`src/rtl/rfx_pkg.sv`:
```
package rfx_pkg;
  typedef enum logic [1:0] {
    OP_START = 2'b00,
    OP_WRITE = 2'b01,
    OP_READ  = 2'b10,
    OP_NONE  = 2'b11
  } rfx_op_e;
endpackage

```
`src/rtl/rfx_decode.sv`:
```
module rfx_decode #(
  parameter int DW       = 8,
  parameter int NREG     = 11,
  parameter int SEG_BASE = 16,
  localparam int IW      = $clog2(NREG)
) (
  input  logic [DW-1:0] addr,
  input  logic          bank,
  output logic          hit,
  output logic          port_b,
  output logic [IW-1:0] idx
);
  localparam logic [DW-1:0] A_LIMIT  = DW'(NREG);
  localparam logic [DW-1:0] B_FIRST  = DW'(SEG_BASE);
  localparam logic [DW-1:0] B_LIMIT  = DW'(SEG_BASE + NREG);
  localparam logic [DW-1:0] IL_LIMIT = DW'(2 * NREG);

  logic [DW-1:0] seg_off;
  logic [DW-1:0] pair_no;

  assign seg_off = addr - B_FIRST;
  assign pair_no = addr >> 1;

  always_comb begin
    hit    = 1'b0;
    port_b = 1'b0;
    idx    = '0;
    if (bank) begin
      if (addr < A_LIMIT) begin
        hit = 1'b1;
        idx = addr[IW-1:0];
      end else if (addr >= B_FIRST && addr < B_LIMIT) begin
        hit    = 1'b1;
        port_b = 1'b1;
        idx    = seg_off[IW-1:0];
      end
    end else if (addr < IL_LIMIT) begin
      hit    = 1'b1;
      port_b = addr[0];
      idx    = pair_no[IW-1:0];
    end
  end
endmodule

```
`src/rtl/rfx_ptr.sv`:
```
module rfx_ptr #(
  parameter int DW = 8
) (
  input  logic          clk,
  input  logic          rst_n,
  input  logic          load,
  input  logic [DW-1:0] load_val,
  input  logic          step,
  output logic [DW-1:0] ptr
);
  always_ff @(posedge clk or negedge rst_n) begin
    if (!rst_n)    ptr <= '0;
    else if (load) ptr <= load_val;
    else if (step) ptr <= ptr + 1'b1;
  end
endmodule

```
`src/rtl/rfx_store.sv`:
```
module rfx_store #(
  parameter int            DW      = 8,
  parameter int            NREG    = 11,
  parameter int            CFG_IDX = 5,
  parameter int            DIR_IDX = 0,
  parameter logic [DW-1:0] DIR_RST = '1,
  localparam int           IW      = $clog2(NREG),
  localparam int           VW      = NREG * DW
) (
  input  logic          clk,
  input  logic          rst_n,
  input  logic          wr_en,
  input  logic          sel_b,
  input  logic [IW-1:0] sel_idx,
  input  logic [DW-1:0] wr_data,
  output logic [DW-1:0] rd_data,
  output logic [DW-1:0] cfg,
  output logic [VW-1:0] vec_a,
  output logic [VW-1:0] vec_b
);
  logic [2*VW-1:0] all_q;
  logic            cfg_hit;

  assign cfg_hit = (sel_idx == IW'(CFG_IDX));

  always_ff @(posedge clk or negedge rst_n) begin
    if (!rst_n)                cfg <= '0;
    else if (wr_en && cfg_hit) cfg <= wr_data;
  end

  for (genvar p = 0; p < 2; p++) begin : g_port
    for (genvar i = 0; i < NREG; i++) begin : g_reg
      if (i == CFG_IDX) begin : g_shared
        assign all_q[(p*NREG+i)*DW +: DW] = cfg;
      end else begin : g_own
        localparam logic [DW-1:0] RV = (i == DIR_IDX) ? DIR_RST : '0;
        logic [DW-1:0] q;
        always_ff @(posedge clk or negedge rst_n) begin
          if (!rst_n) q <= RV;
          else if (wr_en && (sel_b == 1'(p)) && (sel_idx == IW'(i))) q <= wr_data;
        end
        assign all_q[(p*NREG+i)*DW +: DW] = q;
      end
    end
  end

  assign vec_a = all_q[VW-1:0];
  assign vec_b = all_q[2*VW-1:VW];

  always_comb begin
    rd_data = '0;
    for (int k = 0; k < NREG; k++) begin
      if (sel_idx == IW'(k)) begin
        rd_data = sel_b ? vec_b[k*DW +: DW] : vec_a[k*DW +: DW];
      end
    end
  end
endmodule

```
`src/rtl/rfx_regfile.sv`:
```
module rfx_regfile #(
  parameter int DW       = 8,
  parameter int NREG     = 11,
  parameter int CFG_IDX  = 5,
  parameter int DIR_IDX  = 0,
  parameter int SEG_BASE = 16,
  parameter int BANK_BIT = 7,
  parameter int HOLD_BIT = 5,
  localparam int IW      = $clog2(NREG),
  localparam int VW      = NREG * DW
) (
  input  logic          clk,
  input  logic          rst_n,
  input  logic          cmd_valid,
  output logic          cmd_ready,
  input  logic [1:0]    cmd_op,
  input  logic [DW-1:0] cmd_data,
  output logic          rsp_valid,
  input  logic          rsp_ready,
  output logic [DW-1:0] rsp_data,
  output logic [VW-1:0] port_a_regs,
  output logic [VW-1:0] port_b_regs
);
  import rfx_pkg::*;

  rfx_op_e       op;
  logic          fire, is_start, is_wr, is_rd;
  logic [DW-1:0] ptr_q;
  logic [DW-1:0] cfg_q;
  logic          bank, hold;
  logic          sel_hit, sel_b;
  logic [IW-1:0] sel_idx;
  logic [DW-1:0] rd_val;

  assign op        = rfx_op_e'(cmd_op);
  assign cmd_ready = !rsp_valid || rsp_ready;
  assign fire      = cmd_valid && cmd_ready;
  assign is_start  = fire && (op == OP_START);
  assign is_wr     = fire && (op == OP_WRITE);
  assign is_rd     = fire && (op == OP_READ);
  assign bank      = cfg_q[BANK_BIT];
  assign hold      = cfg_q[HOLD_BIT];

  rfx_ptr #(.DW(DW)) u_ptr (
    .clk      (clk),
    .rst_n    (rst_n),
    .load     (is_start),
    .load_val (cmd_data),
    .step     ((is_wr || is_rd) && !hold),
    .ptr      (ptr_q)
  );

  rfx_decode #(.DW(DW), .NREG(NREG), .SEG_BASE(SEG_BASE)) u_dec (
    .addr   (ptr_q),
    .bank   (bank),
    .hit    (sel_hit),
    .port_b (sel_b),
    .idx    (sel_idx)
  );

  rfx_store #(
    .DW(DW), .NREG(NREG), .CFG_IDX(CFG_IDX), .DIR_IDX(DIR_IDX), .DIR_RST('1)
  ) u_store (
    .clk     (clk),
    .rst_n   (rst_n),
    .wr_en   (is_wr && sel_hit),
    .sel_b   (sel_b),
    .sel_idx (sel_idx),
    .wr_data (cmd_data),
    .rd_data (rd_val),
    .cfg     (cfg_q),
    .vec_a   (port_a_regs),
    .vec_b   (port_b_regs)
  );

  always_ff @(posedge clk or negedge rst_n) begin
    if (!rst_n) begin
      rsp_valid <= 1'b0;
      rsp_data  <= '0;
    end else if (is_rd) begin
      rsp_valid <= 1'b1;
      rsp_data  <= sel_hit ? rd_val : '0;
    end else if (rsp_ready) begin
      rsp_valid <= 1'b0;
    end
  end
endmodule

```
`config.mk`:
```
export PLATFORM = sky130hd
export DESIGN_NAME = rfx_regfile
export DESIGN_NICKNAME = d
export VERILOG_FILES = /design/src/rtl/rfx_pkg.sv /design/src/rtl/rfx_decode.sv /design/src/rtl/rfx_ptr.sv /design/src/rtl/rfx_store.sv /design/src/rtl/rfx_regfile.sv
export SDC_FILE = /design/constraint.sdc
export NUM_CORES = 1
export LEC_CHECK = 0
export ABC_AREA = 0
export BUFFER_PORTS_ARGS = -buffer_cell sky130_fd_sc_hd__buf_2
export CORE_ASPECT_RATIO = 1.5
export CORE_MARGIN = 1
export CORE_UTILIZATION = 45
export DETAILED_ROUTE_END_ITERATION = 10
export PLACE_DENSITY_LB_ADDON = 0.12
export SETUP_SLACK_MARGIN = 0.2
export SLEW_MARGIN = 30
export SYNTH_ARGS = -nofsm -noshare
export SYNTH_HDL_FRONTEND = slang
export SYNTH_SLANG_ARGS = --single-unit
```
`constraint.sdc`:
```
create_clock -name clk -period 2.7 [get_ports clk]
set_input_delay 0.405 -clock clk [delete_from_list [all_inputs] [get_ports clk]]
set_output_delay 0.405 -clock clk [all_outputs]
set_load 0.01 [all_outputs]
```
; Word level (Yosys, flattened, before mapping)
; Cells that the tools add are included.
[word_totals]
ff_bits = 185
latch_bits = 0
ramBits = 0
mem_bits_ro = 0
in_bits = 14
output_inout_bits = 186
word_cells = 118
n_memories = 0
[op_classes]
n_addsub = 2
multipliers = 0
n_div = 0
magnitude_cmp = 4
n_eq_ne = 12
shifts = 0
muxes = 37
bitwise_logic = 1
n_reduce_logical = 38
[op_table]
columns = cell, n
row1 = $mux 8, 24
row2 = $logic_and 1x1->1, 30
row3 = $eq 4x3->1 const B, 4
row4 = $lt 8x5->1 const B, 2
row5 = $mux 4, 4
row6 = $eq 4x4->1 const B, 3
row7 = $mux 1, 9
row8 = $add 8x1->8 const B, 1
row9 = $eq 4x2->1 const B, 2
row10 = $ge 8x5->1 const B, 1
row11 = $lt 8x4->1 const B, 1
row12 = $eq 4x1->1 const B, 1
row13 = $logic_not 4->1, 1
row14 = $reduce_bool 2->1, 2
row15 = $sub 4x1->4 const B, 1
row16 = $eq 2x1->1 const B, 1
row17 = $eq 2x2->1 const B, 1
row18 = $logic_not 1->1, 2
row19 = $logic_not 2->1, 1
row20 = $logic_or 1x1->1, 2
row21 = $not 1->1, 1

; Depth between registers and ports, before layout
; Gate-level depths: netlist (run 1).
[logic_depth]
word_depth = 18
mapped_depth = 12
depth_no_buf = 9

; Cells and area by module
; A second synthesis (run 1) with hierarchy kept.
[hier_totals]
hier_cells = 732
hier_area_um2 = 9372.7
[by_module_without_submodules]
columns = module, n_inst, cells_each, area_per_inst_um2, seq_area_each_um2
row1 = rfx_store, 1, 605, 8280.4, 4224.1
row2 = rfx_ptr, 1, 49, 450.4, 200.2
row3 = rfx_regfile, 1, 44, 437.9, 225.2
row4 = rfx_decode, 1, 34, 203.9, 0.0

; Worst setup path after synthesis (run 1)
; Ideal clock, no wire load.
[synth_path]
kind = flip-flop to flip-flop
from = register u_ptr.ptr[0]
to = register u_store.g_port[1].g_reg[8].g_own.q[1]
setup_ns = 0.125
arrival_ns = 2.396
t_required_ns = 2.575
setup_slack_ns = 0.179
stages_incl_launch_ff = 10
n_path_buf = 2
period_less_slack_ns = 2.521
path_cell_list = dfrtp_1 ha_1 o21ai_1 and3_1 o21a_1 buf_4 buf_4 nand2_1 nor2_2 mux2_2
[synth_between]
elab_chain_len = 8
elab_cells_between_ends = 21
cone_classes = 1 x add/sub / 4 x order compare / 1 x eq/ne / 11 x mux / 4 x reduce/logical
[synth_lines]
columns = item, line_no
row1 = from (decl), rfx_ptr.sv:9  ; output logic [DW-1:0] ptr
row2 = from (signal assigned), rfx_ptr.sv:13  ; else if (load) ptr <= load_val;
row3 = from (signal assigned), rfx_ptr.sv:14  ; else if (step) ptr <= ptr + 1'b1;
row4 = branches (longest 7 deep; another with $ge 8x5->1), -
row5 = $logic_and 1x1->1 (*), rfx_store.sv:40  ; else if (wr_en && (sel_b == 1'(p)) && (sel_idx == IW'(i))) q <= wr_data;
row6 = to (signal assigned), rfx_store.sv:40
row7 = to (decl), rfx_store.sv:37  ; logic [DW-1:0] q;
; Every way passes the cells marked *.
; A chain may end at the register's enable or synchronous reset.

; Worst setup path after layout (run 1)
[layout_path]
from = register u_ptr.ptr[1]
to = register rsp_data[1]
[layout_between]
elab_chain_len = 18
elab_cells_between_ends = 50
cone_classes = 1 x add/sub / 4 x order compare / 10 x eq/ne / 33 x mux / 2 x reduce/logical
[layout_lines]
columns = item, line_no
row1 = $ge 8x5->1 / $lt 8x5->1 (equally long branches), rfx_decode.sv:32  ; end else if (addr >= B_FIRST && addr < B_LIMIT) begin
row2 = $logic_and 1x1->1, rfx_decode.sv:32
row3 = $mux 4 / $mux 1 (equally long branches), rfx_decode.sv:32
row4 = $mux 4 / $mux 1 (equally long branches), rfx_decode.sv:29  ; if (addr < A_LIMIT) begin
row5 = $mux 4 / $mux 1 (equally long branches), rfx_decode.sv:28  ; if (bank) begin
row6 = $logic_not 4->1 / $mux 8 (equally long branches), "rfx_store.sv:53, rfx_store.sv:54"
row7 = $mux 8 (11 in series), rfx_store.sv:53  ; if (sel_idx == IW'(k)) begin
row8 = $mux 8 (*), rfx_regfile.sv:82  ; rsp_data <= sel_hit ? rd_val : '0;
row9 = to (signal assigned), rfx_regfile.sv:82
row10 = to (decl), rfx_regfile.sv:20  ; output logic [DW-1:0] rsp_data,
; Every way passes the cells marked *; elsewhere a longest branch is shown, timed or not.

==> impl_results.md, run 1 <==
* Cell Pwr Density at 845 nW/um^2
* Final WL at 31100 microns
* Final Setup Violations at 0
* Post-DP HPWL at 22200 microns
* Worst setup EP type: register
* Power consumption at 10.5 mW
* Synth warn at 0
* Via count at 7877
* I/O Pins at 200
* EDFF count, synth at 0
* Initial Util at 0.460
* Detail Route Antenna Nets at 0
* Synth-to-layout area growth at 37.6%
* Async set-reset flop share out of synthesis at 1.00
* CTS tree: yes
* Final hold violations at 0
* Largest net degree at the start of global routing at 80
* Slew Limit Fails at 0
* Die area at 20700 sq um
* Crit-path max FO at 16
* Critical Path Start Type: register
* Bufs and invs on worst path at 4
* Die span in y at 176 microns
* CTS H-tree lvls at 4
* Number of global-route vias before repair at 7766
* Clock buffer depth at 2
* # nets final at 1123
* Outcome: finished, final reports clean
* Post-route minimum period at 2.61 ns
* Crit path DAT at 2.94 ns
* CP delay by family, top: compound AO/OA/AOI/OAI gates
* Max-cap violations at 0
* Hold Path Class: input port to async pin
* CTS root buf: clkbuf_16
* CP most frequent cell: buf_4
* Leakage dissipation at 6.38 nW
* Total grt overflow at 0
* Netlist cell types at 60
* Seq/Total Area, Yosys at 0.513
* Antenna diodes at 0
* Syn nets at 815
* CP cell instances: buf_6 > a21o_1 > a21oi_1 > buf_4 > o21a_4 > buf_12 > mux2i_2 > o22ai_4 > nor4_4 > buf_4 > o21ai_1 > o211a_1
* Syn Area/Cell at 11.3 sq um
* Drt first pass iters at 4
* Mapped Cells at 800
* Achievable clock frequency at 0.383 GHz
* Max stage delay on crit path at 0.41 ns
* Core area at 19700 sq um
* Number of buffers created by CTS at 17
* Clk_skew at 0.00731 ns
* Synthesized flop and latch total at 185
* First-pass GRT wire length at 47200 microns
* Synth Flop Type: dfrtp_1
* CTS clock-pin slew for the worst setup and hold paths at 0.07 ns
* Least-Margin Pin Slew at 0.792 ns
* Final Util at 0.633
* Via/cell ratio at 5.71
* Initial drt markers at 512
* Slowest cell on the critical path: dfrtp_1
* Unrepaired setup endpoints after global routing: true
* Cell Rows at 63
* Routability cong. at 0.931
* WS Path Type: register to register
* Filler cell count at 1648
* Die X at 118 microns
* Req. time, crit path at 3.03 ns
* VDD IR-drop max at 0.688 mV
* Post-DR wirelength/cell at 22.5 microns
* Slew margin rel. at 0.472
* Layout cells sized above 1 at 0.558
* Mapped cell area at 9060 sq um
* Port Buffers at 199
* Clock Sink Count at 185
* Initial antenna violation count at 0
* DRC at 0
* Fraction of the cycle the final worst path needs at 0.967
* Clock Latency Late Sink at 0.44 ns
* GRT Resource Usage Total at 0.307
## cell type report
type                            count  area, sq um  area share
Clock buffer                       23          458      0.0367
Clock inverter                      8          145      0.0116
Inverter                            2         7.51    0.000602
Multi-Input combinational cell    560         4550       0.365
Sequential cell                   185         4650       0.373
Tap cell                          260          325      0.0261
Timing Repair Buffer              342         2330       0.187
## flip-flops by register name (all words and copies together), names as in the netlist
register / cells
rsp_data: 8
u_store.cfg: 8
u_store.g_port.g.g_own.q: 160
u_ptr.ptr: 8
rsp_valid: 1
## layout by cell type, fill, tap and decap left out, drive strengths merged, types with 3 or more instances in the layout
cell type / netlist / layout
mux2: 170 / 170
nand3: 13 / 13
and3: 5 / 5
buf: 28 / 342
mux2i: 27 / 27
and2: 4 / 4
clkbuf: 25 / 23
nor3b: 4 / 4
a211oi: 4 / 4
o22ai: 8 / 8
a21o: 4 / 4
a221o: 5 / 5
o21ai: 25 / 25
nor2b: 3 / 3
nor2: 32 / 32
nor4: 9 / 9
dfstp: 16 / 16
bufinv: 0 / 4
a31oi: 22 / 22
a21oi: 32 / 32
clkinv: 0 / 3
a22oi: 5 / 5
or3: 7 / 7
nor3: 13 / 13
dfrtp: 169 / 169
o21a: 3 / 3
nand2: 126 / 126
a2111oi: 3 / 3
nand2b: 4 / 4
## through the flow
step                instances  setup TNS, ns  worst slack (ns)  instance area [sq um]  hold slack [ns]
floorplan                 800              0             0.179                   9060            0.109
global placement         1323          -1.11            -0.443                  11200            0.508
detailed placement       1323          -1.02            -0.386                  11200            0.506
CTS                      1376              0             0.158                  12300           0.0493
global route             1380        -0.0859           -0.0159                  12500           0.0791
finish                   1380              0            0.0894                  12500           0.0258
## layer usage
layer	vias to the layer above	track usage	share of wire
li1	3536	-	-
met1	3952	0.401	0.42
met2	316	0.502	0.49
met3	73	0.0487	0.055
met4	0	0.142	0.038
met5	-	0	0
## cell families after synthesis
| kind of cell | Yosys count | share of synthesized area |
|---|---|---|
| adder cells (fa/ha/maj) | 1 | 0.00138 |
| AND/OR/NAND/NOR | 228 | 0.116 |
| multiplexers | 197 | 0.241 |
| buffers and inverters | 55 | 0.0300 |
| XOR/XNOR | 3 | 0.00290 |
| flip-flops | 185 | 0.513 |
| AO/OA/AOI/OAI | 131 | 0.0948 |
## Yosys cell counts, types with 12 or more instances
master	n	share of area
dfrtp_1	169	0.47
clkbuf_1	25	0.010
mux2i_1	27	0.030
mux2_2	163	0.20
dfstp_2	16	0.046
o21ai_0	20	0.011
nand3_1	13	0.0072
buf_4	12	0.0099
a21oi_1	32	0.018
a31oi_1	22	0.015
nor2_1	25	0.010
nand2_1	126	0.052
buf_2	16	0.0088
nor3_1	13	0.0072
## report_power, final
| group | internal, mW | switching, mW | leakage [nW] |
|---|---|---|---|
| clock network | 1.57 | 1.07 | 0.289 |
| registers | 3.28 | 0.446 | 2.50 |
| logic | 1.97 | 2.20 | 3.59 |
## worst register-to-register path: stages, from the launching register on
cell and delay (ns):
dfrtp_1 0.41, buf_6 0.15, a21o_1 0.17, a21oi_1 0.16
buf_4 0.16, o21a_4 0.17, buf_12 0.16, mux2i_2 0.28
o22ai_4 0.11, nor4_4 0.36, buf_4 0.17, o21ai_1 0.07
o211a_1 0.13
## worst paths after layout
check / start / endpoint / slack, ns / cells past startpoint
setup / recovery: u_ptr.ptr[1]$_DFFE_PN0P_ / rsp_data[1]$_DFFE_PN0P_ / 0.09 / 12
hold / removal: rst_n / u_store.g_port[1].g_reg[4].g_own.q[2]$_DFFE_PN0P_ / 0.03 / 1
setup reg to reg: u_ptr.ptr[1]$_DFFE_PN0P_ / rsp_data[1]$_DFFE_PN0P_ / 0.09 / 12
hold reg to reg: u_store.g_port[0].g_reg[1].g_own.q[6]$_DFFE_PN0P_ / u_store.g_port[0].g_reg[1].g_own.q[6]$_DFFE_PN0P_ / 0.53 / 1
max in group asynchronous: rst_n / u_store.g_port[0].g_reg[0].g_own.q[7]$_DFFE_PN1P_ / 1.92 / 2
min in group clk: cmd_valid / rsp_valid$_DFFE_PN0P_ / 0.28 / 3
## timing repair
action / in CTS / in global routing
pin swaps: 24 / 11
gates resized for setup: 63 / 33
hold buffers: 0 / 0
endpoints found under the setup margin: 141 / 167
setup buffers: 22 / 4
Note: power is estimated with default switching activity, not from simulation.
==> run 2, diff against run 1 <==
--- a/config.mk
+++ b/config.mk
@@ -16,4 +16,5 @@
 export SLEW_MARGIN = 30
 export SYNTH_ARGS = -nofsm -noshare
 export SYNTH_HDL_FRONTEND = slang
+export SYNTH_HIERARCHICAL = 1
 export SYNTH_SLANG_ARGS = --single-unit
==> run 2 against run 1 <==
The flow now finishes with violations (negative hold slack, negative setup slack). Largest cell class is now multi-input gates. Highest routed layer unchanged. Non-clock buffer count fell by 44. Cell count fell by 9.2%. Critical endpoint is now rsp_data[6]$_DFFE_PN0P_. Die area rose by 3.4%. Utilization fell by 0.44 points. Worst setup slack got worse by 0.13 ns. Synthesized area rose by 3.5%. Global-route usage fell by 1.6 points. Fmax fell by 4.7%. Wire length fell by 0.65%. Combinational power fell by 21%. Register-to-register slack got worse by 0.13 ns. Cell area rose by 2.9%.
==> impl_results.md, run 2 <==
* Layout Cells excl Fill at 1253 (-9.2%)
* Via/cell ratio at 5.85 (+2.5%)
* Core area at 20400 sq um (+3.6%)
* Synth Flop Type: dfrtp_1
* Biggest register: u_store/g_port.g.g_own.q
* Detail Route Antenna Nets at 0 (unchanged)
* Unrepaired setup endpoints after global routing: true
* Syn nets at 747 (-8.3%)
* Initial drt markers at 541 (+5.7%)
* CTS clock-pin slew for the worst setup and hold paths at 0.08 ns (about the same)
* Synth-to-layout area growth at 36.8%
* Synthesized flop and latch total at 185 (unchanged)
* Cell Rows at 64 (+1.6%)
* Outcome: finished with violations
* Via count at 7330 (-6.9%)
* Drt first pass iters at 5 (+1)
* CTS tree: yes
* Netlist cell types at 53 (-12%)
* Die span in y at 179 microns (+1.7%)
* Worst reg2reg path depth at 11 (-1)
* Clock buffer depth at 2 (unchanged)
* Final hold violations at 12 (+12)
* Initial Util at 0.459 (-0.000548)
* Req. time, crit path at 3.00 ns (-0.03 ns)
* # nets final at 991 (-12%)
* Setup_tns at -0.0593 ns (-0.0593 ns)
* Power consumption at 9.38 mW (-11%)
* Die area at 21400 sq um (+3.4%)
* Post-synth top cells: dfrtp_1, mux2_2, mux2i_1
* WS Path Type: register to register
* Post-Place Worst Slack at -0.150 ns (+0.236 ns)
* Max reg flops at 160 (unchanged)
* Synth warn at 6 (+6)
* Antenna diodes at 0 (unchanged)
* Die X at 120 microns (+1.7%)
* Mapped Cells at 732 (-8.5%)
* Clock Latency Late Sink at 0.44 ns (about the same)
* Area occupied by multi-input gates at 5080 sq um (+12%)
* Syn Area/Cell at 12.8 sq um (+13%)
* Cell Pwr Density at 731 nW/um^2 (-13%)
* Final Util at 0.628 (-0.00438)
* Worst Slack Setup Final at -0.0380 ns (-0.127 ns)
* Commonest non-fill, non-tap cell in the layout: buf_2
* Critical Path Start Type: register
* CTS H-tree lvls at 4 (unchanged)
* Async set-reset flop share out of synthesis at 1.00 (unchanged)
* Hold Path Class: input port to async pin
* Seq/Total Area, Yosys at 0.496 (-0.0173)
* Most frequent cell after synthesis: dfrtp_1
* Least-Margin Pin Slew at 0.763 ns (-0.0291 ns)
* Most frequent cells in the layout: buf_2, dfrtp_1, mux2_2, mux2i_1, mux2_4
* Fraction of the cycle the final worst path needs at 1.01 (+0.0472)
* Leakage dissipation at 6.26 nW (-1.8%)
* I/O Pins at 200 (unchanged)
* Final Setup Violations at 2 (+2)
* Mapped cell area at 9370 sq um (+3.5%)
* Crit path DAT at 3.04 ns (+0.10 ns)
* Worst setup EP type: register
* Fin Hold WS at -0.0182 ns (-0.0440 ns)
* Slew Limit Fails at 0 (unchanged)
* DRC at 0 (unchanged)
* Reg area at 4660 sq um (about the same)
* Routability cong. at 0.928 (-0.29%)
* Number of global-route vias before repair at 7494 (-3.5%)
* Largest net degree at the start of global routing at 76 (-5.0%)
* Clock Sink Count at 185 (unchanged)
* Post-DP HPWL at 20300 microns (-8.5%)
* EDFF count, synth at 0 (unchanged)
* Clk_skew at 0.0128 ns (+0.00554 ns)
* Max-cap violations at 0 (unchanged)
* Final WL at 30900 microns (-0.65%)
* First-pass GRT wire length at 45500 microns (-3.5%)
* Filler cell count at 1588 (-3.6%)
* Initial antenna violation count at 0 (unchanged)
* Hold buffers post-CTS at 0 (unchanged)
* Post-DR wirelength/cell at 24.6 microns (+9.4%)
* Placed Instances at 1182 (-11%)
* Layout cells sized above 1 at 0.631 (+0.0729)
* Cell taking the most area after synthesis: dfrtp_1
* GRT Resource Usage Total at 0.291 (-0.0163)
* CTS root buf: clkbuf_16
* Crit-path max FO at 8 (-8)
* Post-route minimum period at 2.74 ns (+0.127 ns)
* Top cells by area, synth: dfrtp_1, mux2_2, mux2i_1
* Failing checks: negative hold slack, negative setup slack
* Slew margin rel. at 0.491 (+0.0194)
* Yosys top cell area share at 0.451 (-0.0158)
* Total grt overflow at 0 (unchanged)
* Number of buffers created by CTS at 17 (unchanged)
* Port Buffers at 199 (unchanged)
* Achievable clock frequency at 0.365 GHz (-4.7%)
* VDD IR-drop max at 0.362 mV (-47%)
-- run 2: layer usage --
layer / up-vias / share of wire / track usage
li1: 3136 / - / -
met1: 3786 / 0.37 / 0.334
met2: 322 / 0.52 / 0.512
met3: 86 / 0.053 / 0.0544
met4: 0 / 0.051 / 0.158
met5: - / 0 / 0
-- run 2: logic make-up (layout without fill, tap and decap cells) --
family / count (synthesis) / count (layout) / share of synthesized area
DFF: 185 / 185 / 0.496
AOI/OAI and AO/OA: 86 / 86 / 0.0562
buffers and inverters: 84 / 338 / 0.0501
adders and majority gates: 1 / 1 / 0.00133
and+or+nand+nor: 114 / 117 / 0.0814
muxes: 257 / 257 / 0.310
xor gates and xnor gates: 5 / 5 / 0.00467
-- run 2: metrics by stage --
stage               cell area, sq um  hold WS (ns)
floorplan                       9470         0.109
global placement               10900         0.480
detailed placement             10900         0.490
CTS                            12600        0.0108
global route                   12800        0.0208
finish                         12800       -0.0182
-- run 2: timing repair --
action	in CTS	in global routing
setup buffers	22	8
cloned	8	1
gates resized for setup	146	38
setup endpoints to repair	163	175
pin swaps	30	10
-- run 2: area by class of cell --
class,count,share of cell area
inverter,8,0.00234
clock buffer,19,0.0345
clock inverter,13,0.0121
multi-input combinational,466,0.396
sequential,185,0.363
tap,264,0.0258
timing repair buffer,298,0.166
-- run 2: critical path: stages (launching register included) --
cell      delay [ns]
dfrtp_2         0.47
a21oi_2         0.24
nor3b_2         0.11
nor4_2          0.25
buf_6           0.21
buf_12          0.12
buf_16          0.13
mux4_2          0.51
mux2i_1         0.22
o311ai_1        0.16
nand2_1         0.10
mux2i_1         0.06
-- run 2: power breakdown --
part           switching (mW)  internal (mW)
logic                    1.67           1.62
clock network            1.15           1.42
registers               0.376           3.15
total                    3.20           6.18
-- run 2: path summary, 6_finish.rpt --
path                                                                     end                                         startpoint  slack, ns
min                        u_store/g_port[1].g_reg[4].g_own.q[1]$_DFFE_PN0P_                                              rst_n      -0.02
min reg2reg                u_store/g_port[1].g_reg[4].g_own.q[2]$_DFFE_PN0P_  u_store/g_port[1].g_reg[4].g_own.q[2]$_DFFE_PN0P_       0.53
max                                                  rsp_data[6]$_DFFE_PN0P_                           u_ptr/ptr[2]$_DFFE_PN0P_      -0.04
max reg2reg                                          rsp_data[6]$_DFFE_PN0P_                           u_ptr/ptr[2]$_DFFE_PN0P_      -0.04
min in group clk                                       rsp_valid$_DFFE_PN0P_                                          rsp_ready       0.24
max in group asynchronous  u_store/g_port[1].g_reg[0].g_own.q[4]$_DFFE_PN1P_                                              rst_n       1.92
